File: src/rtl/pwm_dbuf_pkg.sv
package pwm_dbuf_pkg;

  typedef enum logic [1:0] {
    MODE_SAW    = 2'b00,
    MODE_TRI    = 2'b01,
    MODE_TRI2   = 2'b10,
    MODE_TRI2B  = 2'b11
  } pwmMode_e;

  typedef struct packed {
    logic loadActive;
    logic atTop;
    logic atBottom;
  } dutyStrobe_t;

endpackage

File: src/rtl/pwm_dbuf_ctrl.sv
module pwm_dbuf_ctrl
  import pwm_dbuf_pkg::*;
#(
  parameter int CW = 16
) (
  input  logic          clk,
  input  logic          rstN,
  input  logic          enable,
  input  pwmMode_e      mode,
  input  logic          updDisable,
  input  logic [CW-1:0] period,
  output logic [CW-1:0] count,
  output logic          countDown,
  output dutyStrobe_t   strobe
);

  localparam logic [CW-1:0] ZERO = '0;
  localparam logic [CW-1:0] ONE  = {{(CW-1){1'b0}}, 1'b1};

  logic wrapHit;
  logic atTop;
  logic atBottom;
  logic runLoad;
  logic isSaw;

  assign isSaw    = (mode == MODE_SAW);
  assign wrapHit  = (count >= period);
  assign atTop    = !countDown && (count >= period);
  assign atBottom = (count == ZERO);

  always_comb begin
    unique case (mode)
      MODE_SAW: runLoad = wrapHit;
      MODE_TRI: runLoad = atBottom;
      default:  runLoad = atBottom || atTop;
    endcase
  end

  always_comb begin
    strobe.atTop    = atTop;
    strobe.atBottom = atBottom;
    if (enable)
      strobe.loadActive = runLoad && !updDisable;
    else
      strobe.loadActive = isSaw ? !updDisable : 1'b1;
  end

  always_ff @(posedge clk or negedge rstN) begin
    if (!rstN) begin
      count     <= ZERO;
      countDown <= 1'b0;
    end else if (enable) begin
      if (isSaw) begin
        countDown <= 1'b0;
        count     <= wrapHit ? ZERO : count + ONE;
      end else if (period == ZERO) begin
        countDown <= 1'b0;
        count     <= ZERO;
      end else if (!countDown) begin
        if (count >= period) begin
          countDown <= 1'b1;
          count     <= count - ONE;
        end else begin
          count <= count + ONE;
        end
      end else if (count == ZERO) begin
        countDown <= 1'b0;
        count     <= ONE;
      end else begin
        count <= count - ONE;
      end
    end
  end

  AST_SAW_WRAP: assert property (@(posedge clk) disable iff (!rstN)
    (enable && isSaw && count >= period) |=> (count == ZERO));
  AST_SAW_UP: assert property (@(posedge clk) disable iff (!rstN)
    (enable && isSaw) |=> !countDown);
  AST_TRI_TURN: assert property (@(posedge clk) disable iff (!rstN)
    (enable && !isSaw && !countDown && period != ZERO && count >= period) |=> countDown);
  AST_HOLD_OFF: assert property (@(posedge clk) disable iff (!rstN)
    !enable |=> ($stable(count) && $stable(countDown)));

endmodule

File: src/rtl/pwm_dbuf_dpath.sv
module pwm_dbuf_dpath
  import pwm_dbuf_pkg::*;
#(
  parameter int CW = 16
) (
  input  logic          clk,
  input  logic          rstN,
  input  dutyStrobe_t   strobe,
  input  logic          dutyWrEn,
  input  logic [CW-1:0] dutyWrData,
  input  logic [CW-1:0] count,
  output logic [CW-1:0] bufDuty,
  output logic [CW-1:0] activeDuty,
  output logic          cmpOut
);

  always_ff @(posedge clk or negedge rstN) begin
    if (!rstN) begin
      bufDuty    <= '0;
      activeDuty <= '0;
    end else begin
      if (dutyWrEn)
        bufDuty <= dutyWrData;
      if (strobe.loadActive)
        activeDuty <= bufDuty;
    end
  end

  assign cmpOut = (count < activeDuty);

  AST_WRITE_LAND: assert property (@(posedge clk) disable iff (!rstN)
    dutyWrEn |=> (bufDuty == $past(dutyWrData)));

endmodule

File: src/rtl/pwm_dbuf_duty.sv
module pwm_dbuf_duty
  import pwm_dbuf_pkg::*;
#(
  parameter int CW = 16
) (
  input  logic          clk,
  input  logic          rstN,
  input  logic          enable,
  input  logic [1:0]    mode,
  input  logic          updDisable,
  input  logic [CW-1:0] period,
  input  logic          dutyWrEn,
  input  logic [CW-1:0] dutyWrData,
  output logic          cmpOut,
  output logic [CW-1:0] count,
  output logic          countDown
);

  pwmMode_e    modeSel;
  dutyStrobe_t strobe;
  logic [CW-1:0] bufDuty;
  logic [CW-1:0] activeDuty;

  assign modeSel = pwmMode_e'(mode);

  pwm_dbuf_ctrl #(.CW(CW)) uCtrl (
    .clk        (clk),
    .rstN       (rstN),
    .enable     (enable),
    .mode       (modeSel),
    .updDisable (updDisable),
    .period     (period),
    .count      (count),
    .countDown  (countDown),
    .strobe     (strobe)
  );

  pwm_dbuf_dpath #(.CW(CW)) uDpath (
    .clk        (clk),
    .rstN       (rstN),
    .strobe     (strobe),
    .dutyWrEn   (dutyWrEn),
    .dutyWrData (dutyWrData),
    .count      (count),
    .bufDuty    (bufDuty),
    .activeDuty (activeDuty),
    .cmpOut     (cmpOut)
  );

  AST_INHIBIT_RUN: assert property (@(posedge clk) disable iff (!rstN)
    (enable && updDisable) |=> $stable(activeDuty));
  AST_TRI_STOP_COPY: assert property (@(posedge clk) disable iff (!rstN)
    (!enable && mode != 2'b00) |=> (activeDuty == $past(bufDuty)));

endmodule

File: config.mk
export PLATFORM = sky130hd
export DESIGN_NAME = pwm_dbuf_duty
export DESIGN_NICKNAME = d
export VERILOG_FILES = /design/src/rtl/pwm_dbuf_pkg.sv /design/src/rtl/pwm_dbuf_ctrl.sv /design/src/rtl/pwm_dbuf_dpath.sv /design/src/rtl/pwm_dbuf_duty.sv
export SDC_FILE = /design/constraint.sdc
export NUM_CORES = 1
export LEC_CHECK = 0
export BUFFER_PORTS_ARGS = -buffer_cell sky130_fd_sc_hd__buf_2
export CORE_AREA = 8 8 86 88
export DETAILED_ROUTE_END_ITERATION = 12
export DIE_AREA = 0 0 94 96
export HOLD_SLACK_MARGIN = 0.06
export PLACE_DENSITY = 0.8
export SLEW_MARGIN = 20
export SYNTH_ARGS = -nofsm -noshare
export SYNTH_HDL_FRONTEND = slang
export SYNTH_SLANG_ARGS = --single-unit
File: constraint.sdc
create_clock -name clk -period 3.2 [get_ports clk]
set_clock_uncertainty 0.1 [all_clocks]
set_input_delay 0.64 -clock clk [delete_from_list [all_inputs] [get_ports clk]]
set_output_delay 0.64 -clock clk [all_outputs]
set_load 0.005 [all_outputs]
==> results_dict.tcl, run 1 <==
set metrics [dict create \
    status "complete, no violations" \
    setup.worst_path.end_class "register" \
    grt_max_degree 50 \
    fmax_mhz 327 \
    grt_pass1_vias 2961 \
    cp_data_arrival_time_ns 3.15 \
    ys_async_sr_fraction_pct 100 \
    r2r-start "uCtrl.count[0]$_DFFE_PN0P_" \
    vdd_drop_max_mv 0.432 \
    syn-instance-count 348 \
    fin_crit_sh_pct 95.5 \
    cp.required_ns 3.29 \
    cts-root-buf "clkbuf_8" \
    dp_hpwl_um 6710 \
    clkSlewWorstSetupHoldPaths_ns 0.10 \
    tightest_slew_ns 0.623 \
    die_area_mm2 0.00902 \
    finalSetupViolations 0 \
    p_leak_nw 1.98 \
    cts.sinks 49 \
    power.density_mw_per_mm2 730 \
    syn-cell-area_mm2 0.00336 \
    cts_tree "yes" \
    avgSynthCellArea_um2 9.66 \
    stdcell_count 498 \
    routed_via_density 6.00 \
    num-fill-cells 521 \
    initial_core_util_pct 55.2 \
    syn-num-nets 421 \
    crit_chain "inv_1, ha_1, nand2b_1, a2111oi_0, o311a_1, o21a_1, or3_1, o221ai_4, mux2_2" \
    routed_wl_um 8590 \
    final_core_util_pct 65.1 \
    clk_latency_ns 0.31 \
    maxCapViolCount 0 \
    drv_slew 0 \
    hold_viol_final 0 \
    hp-class "in2async" \
    area_delta_synth_final_pct 18.0 \
    synth_area_leaders "dfrtp_1, ha_1, mux2_2" \
    wl_per_cell_um 17.3 \
    synth_edf_count 0 \
    crit_start "uCtrl.count[0]$_DFFE_PN0P_" \
    dr.pass1.iters 4 \
    drt_iter0_drc 266 \
    fp-row-count 29 \
    layout-drive-gt1-share_pct 32.1 \
    crit_fanout 16 \
    dp_cells 488 \
    holdWs_ns 0.246 \
    grt_first_pass_wirelength_um 14000 \
    netlist.area_leader.share_pct 36.5 \
    overflow 0 \
    antenna_found_initial 0 \
    yosysTopAreaCell "dfrtp_1" \
    pin_count 57 \
    period_needed_ns 3.06 \
    yosysWarnings 0 \
    io_buffers 56 \
    n_antenna_cell 0 \
    synth.yosys.seq_area_share_pct 36.5 \
    synth-main-ff-cell "dfrtp_1" \
    cts_buffer_depth 2 \
    grt_use_total_pct 19.4 \
    ys_seq_elements 49 \
    gp_congestion 0.910 \
    crit_type "reg2reg" \
    vias 2989 \
    cp-start-kind "register" \
    crit_slowest_cell "a2111oi_0" \
    fp.dieH_um 96 \
    ant_nets 0 \
    cts.htree.levels 2 \
    core-area_mm2 0.00610 \
    nNetsFinal 493 \
    cp_slowest_stage_delay_ns 0.50 \
    drc_errors 0 \
    ys_types 58 \
    fp.dieW_um 94 \
    maxSlewHeadroom_pct 58.5 \
    cts_buffers 5 \
]
synthesized netlist by cell type (6+ instances only):
master     n
clkbuf_1  10
ha_1      34
nand2_1   12
o21ai_0   19
and3_1    12
nor2_1    12
nand3_1   11
mux2_2    33
dfrtp_1   49
a21oi_1   26
inv_1     41
a41oi_1    6
nand4_1    7
critical path, delay by kind of cell, from the launching register on:
kind                     cells  cell delay, ns
AND/OR/NAND/NOR              2            0.31
multiplexers                 1            0.37
AO/OA/AOI/OAI                4            1.23
adder cells (fa/ha/maj)      1            0.30
flip-flops                   1            0.47
buffers and inverters        1            0.15
cells by family (layout without fill, tap and decap cells):
family	count (synthesis)	in the layout	synth area share, %
multiplexers	33	33	11.0
AO/OA/AOI/OAI	92	92	18.6
flip-flops	49	49	36.5
buffers and inverters	55	128	6.32
adder cells (fa/ha/maj)	34	34	12.6
AND/OR/NAND/NOR	85	85	14.9
layer usage:
metal | vias to the layer above | wire length (µm) | GRT usage (%)
met3 | 12 | 685 | 4.06
met5 | - | 0 | 0
met4 | 0 | 102 | 5.94
li1 | 1440 | - | -
met1 | 1421 | 3720 | 24.4
met2 | 116 | 4090 | 32.6
cell usage in the layout (no fill, tap or decap), types with 4 or more instances in the layout:
master    synthesis  layout
a41oi_1           6       6
and3_1           12      12
nand2_1          12      12
nor2_1           12      12
clkbuf_8          0       6
buf_4             1      24
a31oi_1           4       4
o21ai_0          19      19
inv_1            41      41
buf_2             2      55
nand4_1           7       7
nand3_1          11      11
a21oi_1          26      26
nor4_1            4       4
or3_1             4       4
dfrtp_1          49      49
mux2_2           33      33
ha_1             34      34
repair_timing:
action,CTS,global route
hold buffers,0,0
endpoints found under the setup margin,0,19
buffers inserted,0,2
resized for setup,0,1
through the flow:
step | TNS [ns] | worst slack (ns) | total power [W] | area [µm²]
after floorplan | 0 | 0.316 | 0.00185 | 3360
after global placement | 0 | 0.0556 | 0.00242 | 3840
after detailed placement | -1.40 | -0.0955 | 0.00248 | 3840
after CTS | 0 | 0.0271 | 0.00288 | 3940
after global routing | -0.00378 | -0.00171 | 0.00314 | 3970
final | 0 | 0.143 | 0.00290 | 3970
cell type report:
| type | count | area [µm²] | area share [%] |
|---|---|---|---|
| Tap cell | 77 | 96.3 | 2.43 |
| Sequential cell | 49 | 1230 | 30.9 |
| Clock inverter | 2 | 17.5 | 0.442 |
| Multi-Input combinational cell | 244 | 1940 | 48.8 |
| Inverter | 41 | 154 | 3.88 |
| Clock buffer | 6 | 82.6 | 2.08 |
| Timing Repair Buffer | 79 | 455 | 11.5 |
flip-flops by register name, summed over array words and instances, names as in the netlist:
register and count:
uDpath.bufDuty 16, uCtrl.count 16, uDpath.activeDuty 16, uCtrl.countDown 1
worst paths after layout:
kind,slack [ns],cells past startpoint,end
max,0.14,9,uDpath.activeDuty[13]$_DFFE_PN0P_
min,0.25,1,uCtrl.count[10]$_DFFE_PN0P_
max reg2reg,0.14,9,uDpath.activeDuty[13]$_DFFE_PN0P_
min reg2reg,0.41,1,uDpath.activeDuty[0]$_DFFE_PN0P_
max in group asynchronous,2.34,1,uDpath.bufDuty[5]$_DFFE_PN0P_
min in group clk,0.41,1,uDpath.activeDuty[0]$_DFFE_PN0P_
power by group:
part	switching, W	internal [W]	total (W)
sequential	0.000152	0.000777	0.000929
clock	0.000222	0.000180	0.000401
combinational	0.000850	0.000717	0.00157
(Power assumes the default switching activity.)
==> run 2: changes to the inputs <==
CORE_AREA = 8 8 88 90   (was 8 8 86 88)
DIE_AREA = 0 0 96 98   (was 0 0 94 96)
PLACE_DENSITY = 0.79   (was 0.8)
SYNTH_HIERARCHICAL = 1   (was unset)
==> results_dict.tcl, run 2 <==
set metrics [dict create \
    r2r_cells 9 \
    crit_fanout 12 \
    cp_data_arrival_time_ns 2.18 \
    drc_errors 0 \
    num-fill-cells 565 \
    cts.sinks 49 \
    grt_max_degree 50 \
    hold_viol_final 0 \
    fmax_mhz 343 \
    fp.dieW_um 96 \
    multi_input_area_mm2 0.00203 \
    routed_via_density 6.20 \
    critPathTopFamily "compound AO/OA/AOI/OAI gates" \
    die_area_mm2 0.00941 \
    p_leak_nw 1.91 \
    layout-drive-gt1-share_pct 23.3 \
    most-common-layout-cells "buf_2, dfrtp_1, inv_1, nand2_1, ha_1" \
    crit_slowest_cell "dfrtp_1" \
    clk_latency_ns 0.30 \
    crit_path_frequent_cell "a21o_1" \
    tightest_slew_ns 0.672 \
    cts-root-buf "clkbuf_8" \
    critPathBufInv 1 \
    final_core_util_pct 62.2 \
    grt_use_total_pct 20.3 \
    vdd_drop_max_mv 0.496 \
    crit_type "reg2out" \
    fp.dieH_um 98 \
    dp_hpwl_um 6870 \
    grt_first_pass_wirelength_um 15500 \
    grt_pass1_vias 3286 \
    fp-row-count 30 \
    syn-num-nets 475 \
    syn-cell-area_mm2 0.00353 \
    antenna_found_initial 0 \
    ant_nets 0 \
    cts.repair.resized 0 \
    finalSetupViolations 0 \
    fin_crit_sh_pct 91.2 \
    final_common_cell "buf_2" \
    dr.pass1.iters 7 \
    cp_slowest_stage_delay_ns 0.61 \
    pin_count 57 \
    period_needed_ns 2.92 \
    vias 3343 \
    core-area_mm2 0.00649 \
    cts.htree.levels 2 \
    post_cts_buffers 0 \
    overflow 0 \
    drt_iter0_drc 303 \
    io_buffers 56 \
    wl_per_cell_um 17.3 \
    seq_area_mm2 0.00123 \
    drv_slew 0 \
    cp-start-kind "register" \
    syn-instance-count 402 \
    yosysWarnings 6 \
    initial_core_util_pct 54.3 \
    cts_buffers 5 \
    setup.worst_path.end_class "output port" \
    avgSynthCellArea_um2 8.77 \
    power.density_mw_per_mm2 795 \
    finalSetupTns_ns 0 \
    maxSlewHeadroom_pct 54.8 \
    cts_buffer_depth 2 \
    cts_tree "yes" \
    clkSlewWorstSetupHoldPaths_ns 0.09 \
    cp.required_ns 2.46 \
    maxCapViolCount 0 \
    hold_buffers 0 \
    worstSetupPathDepth 6 \
    rsz0062_at_grt "false" \
    n_antenna_cell 0 \
    largestRegisters "uCtrl/count x16, uDpath/activeDuty x16, uDpath/bufDuty x16" \
    status "complete, no violations" \
    crit_chain "ha_1, a21o_1, a21o_1, a221o_1, a21oi_1, buf_2" \
    hp-class "in2async" \
    area_delta_synth_final_pct 14.6 \
    gp_congestion 0.931 \
    routed_wl_um 9350 \
    nNetsFinal 531 \
]
[run 2: path summary, 6_finish.rpt]
path,start,endpoint,slack (ns)
min in group clk,uDpath/bufDuty[5]$_DFFE_PN0P_,uDpath/activeDuty[5]$_DFFE_PN0P_,0.39
worst max-delay path,uCtrl/count[13]$_DFFE_PN0P_,cmpOut,0.28
max in group asynchronous,rstN,uCtrl/count[7]$_DFFE_PN0P_,2.25
worst min register to register,uDpath/bufDuty[5]$_DFFE_PN0P_,uDpath/activeDuty[5]$_DFFE_PN0P_,0.39
worst min-delay path,rstN,uDpath/bufDuty[5]$_DFFE_PN0P_,0.34
worst max register to register,uCtrl/count[0]$_DFFE_PN0P_,uCtrl/count[2]$_DFFE_PN0P_,0.35
[run 2: area by class of cell]
cell class / count / share of cell area [%]
multi-input cells: 289 / 50.4
flip-flops and latches: 49 / 30.4
clock inverters: 2 / 0.929
inverters: 43 / 4.00
repair buffers: 70 / 9.85
well taps: 80 / 2.48
clock buffers: 6 / 2.04
[run 2: stage by stage]
step	cells	power (W)	worst slack, ns	cell area [µm²]	hold WS (ns)
floorplan	402	0.00215	0.281	3530	0.244
global route	539	0.00348	0.145	4040	0.388
detailed placement	531	0.00271	0.173	3920	0.372
CTS	539	0.00319	0.295	4040	0.358
global placement	531	0.00264	0.222	3920	0.354
finish	539	0.00321	0.281	4040	0.336
[run 2: power breakdown]
| part | switching (W) | internal (W) |
|---|---|---|
| clock network | 0.000218 | 0.000254 |
| registers | 0.000299 | 0.000800 |
| logic | 0.000916 | 0.000726 |
[run 2: per-layer routing]
metal	up-vias	part of all wire (%)	wire length (µm)	global-route usage, %
li1	1579	-	-	-
met3	21	7.7	723	3.53
met5	-	0	0	0
met2	146	47	4430	32.8
met1	1597	43	4010	26.4
met4	0	1.9	177	6.15
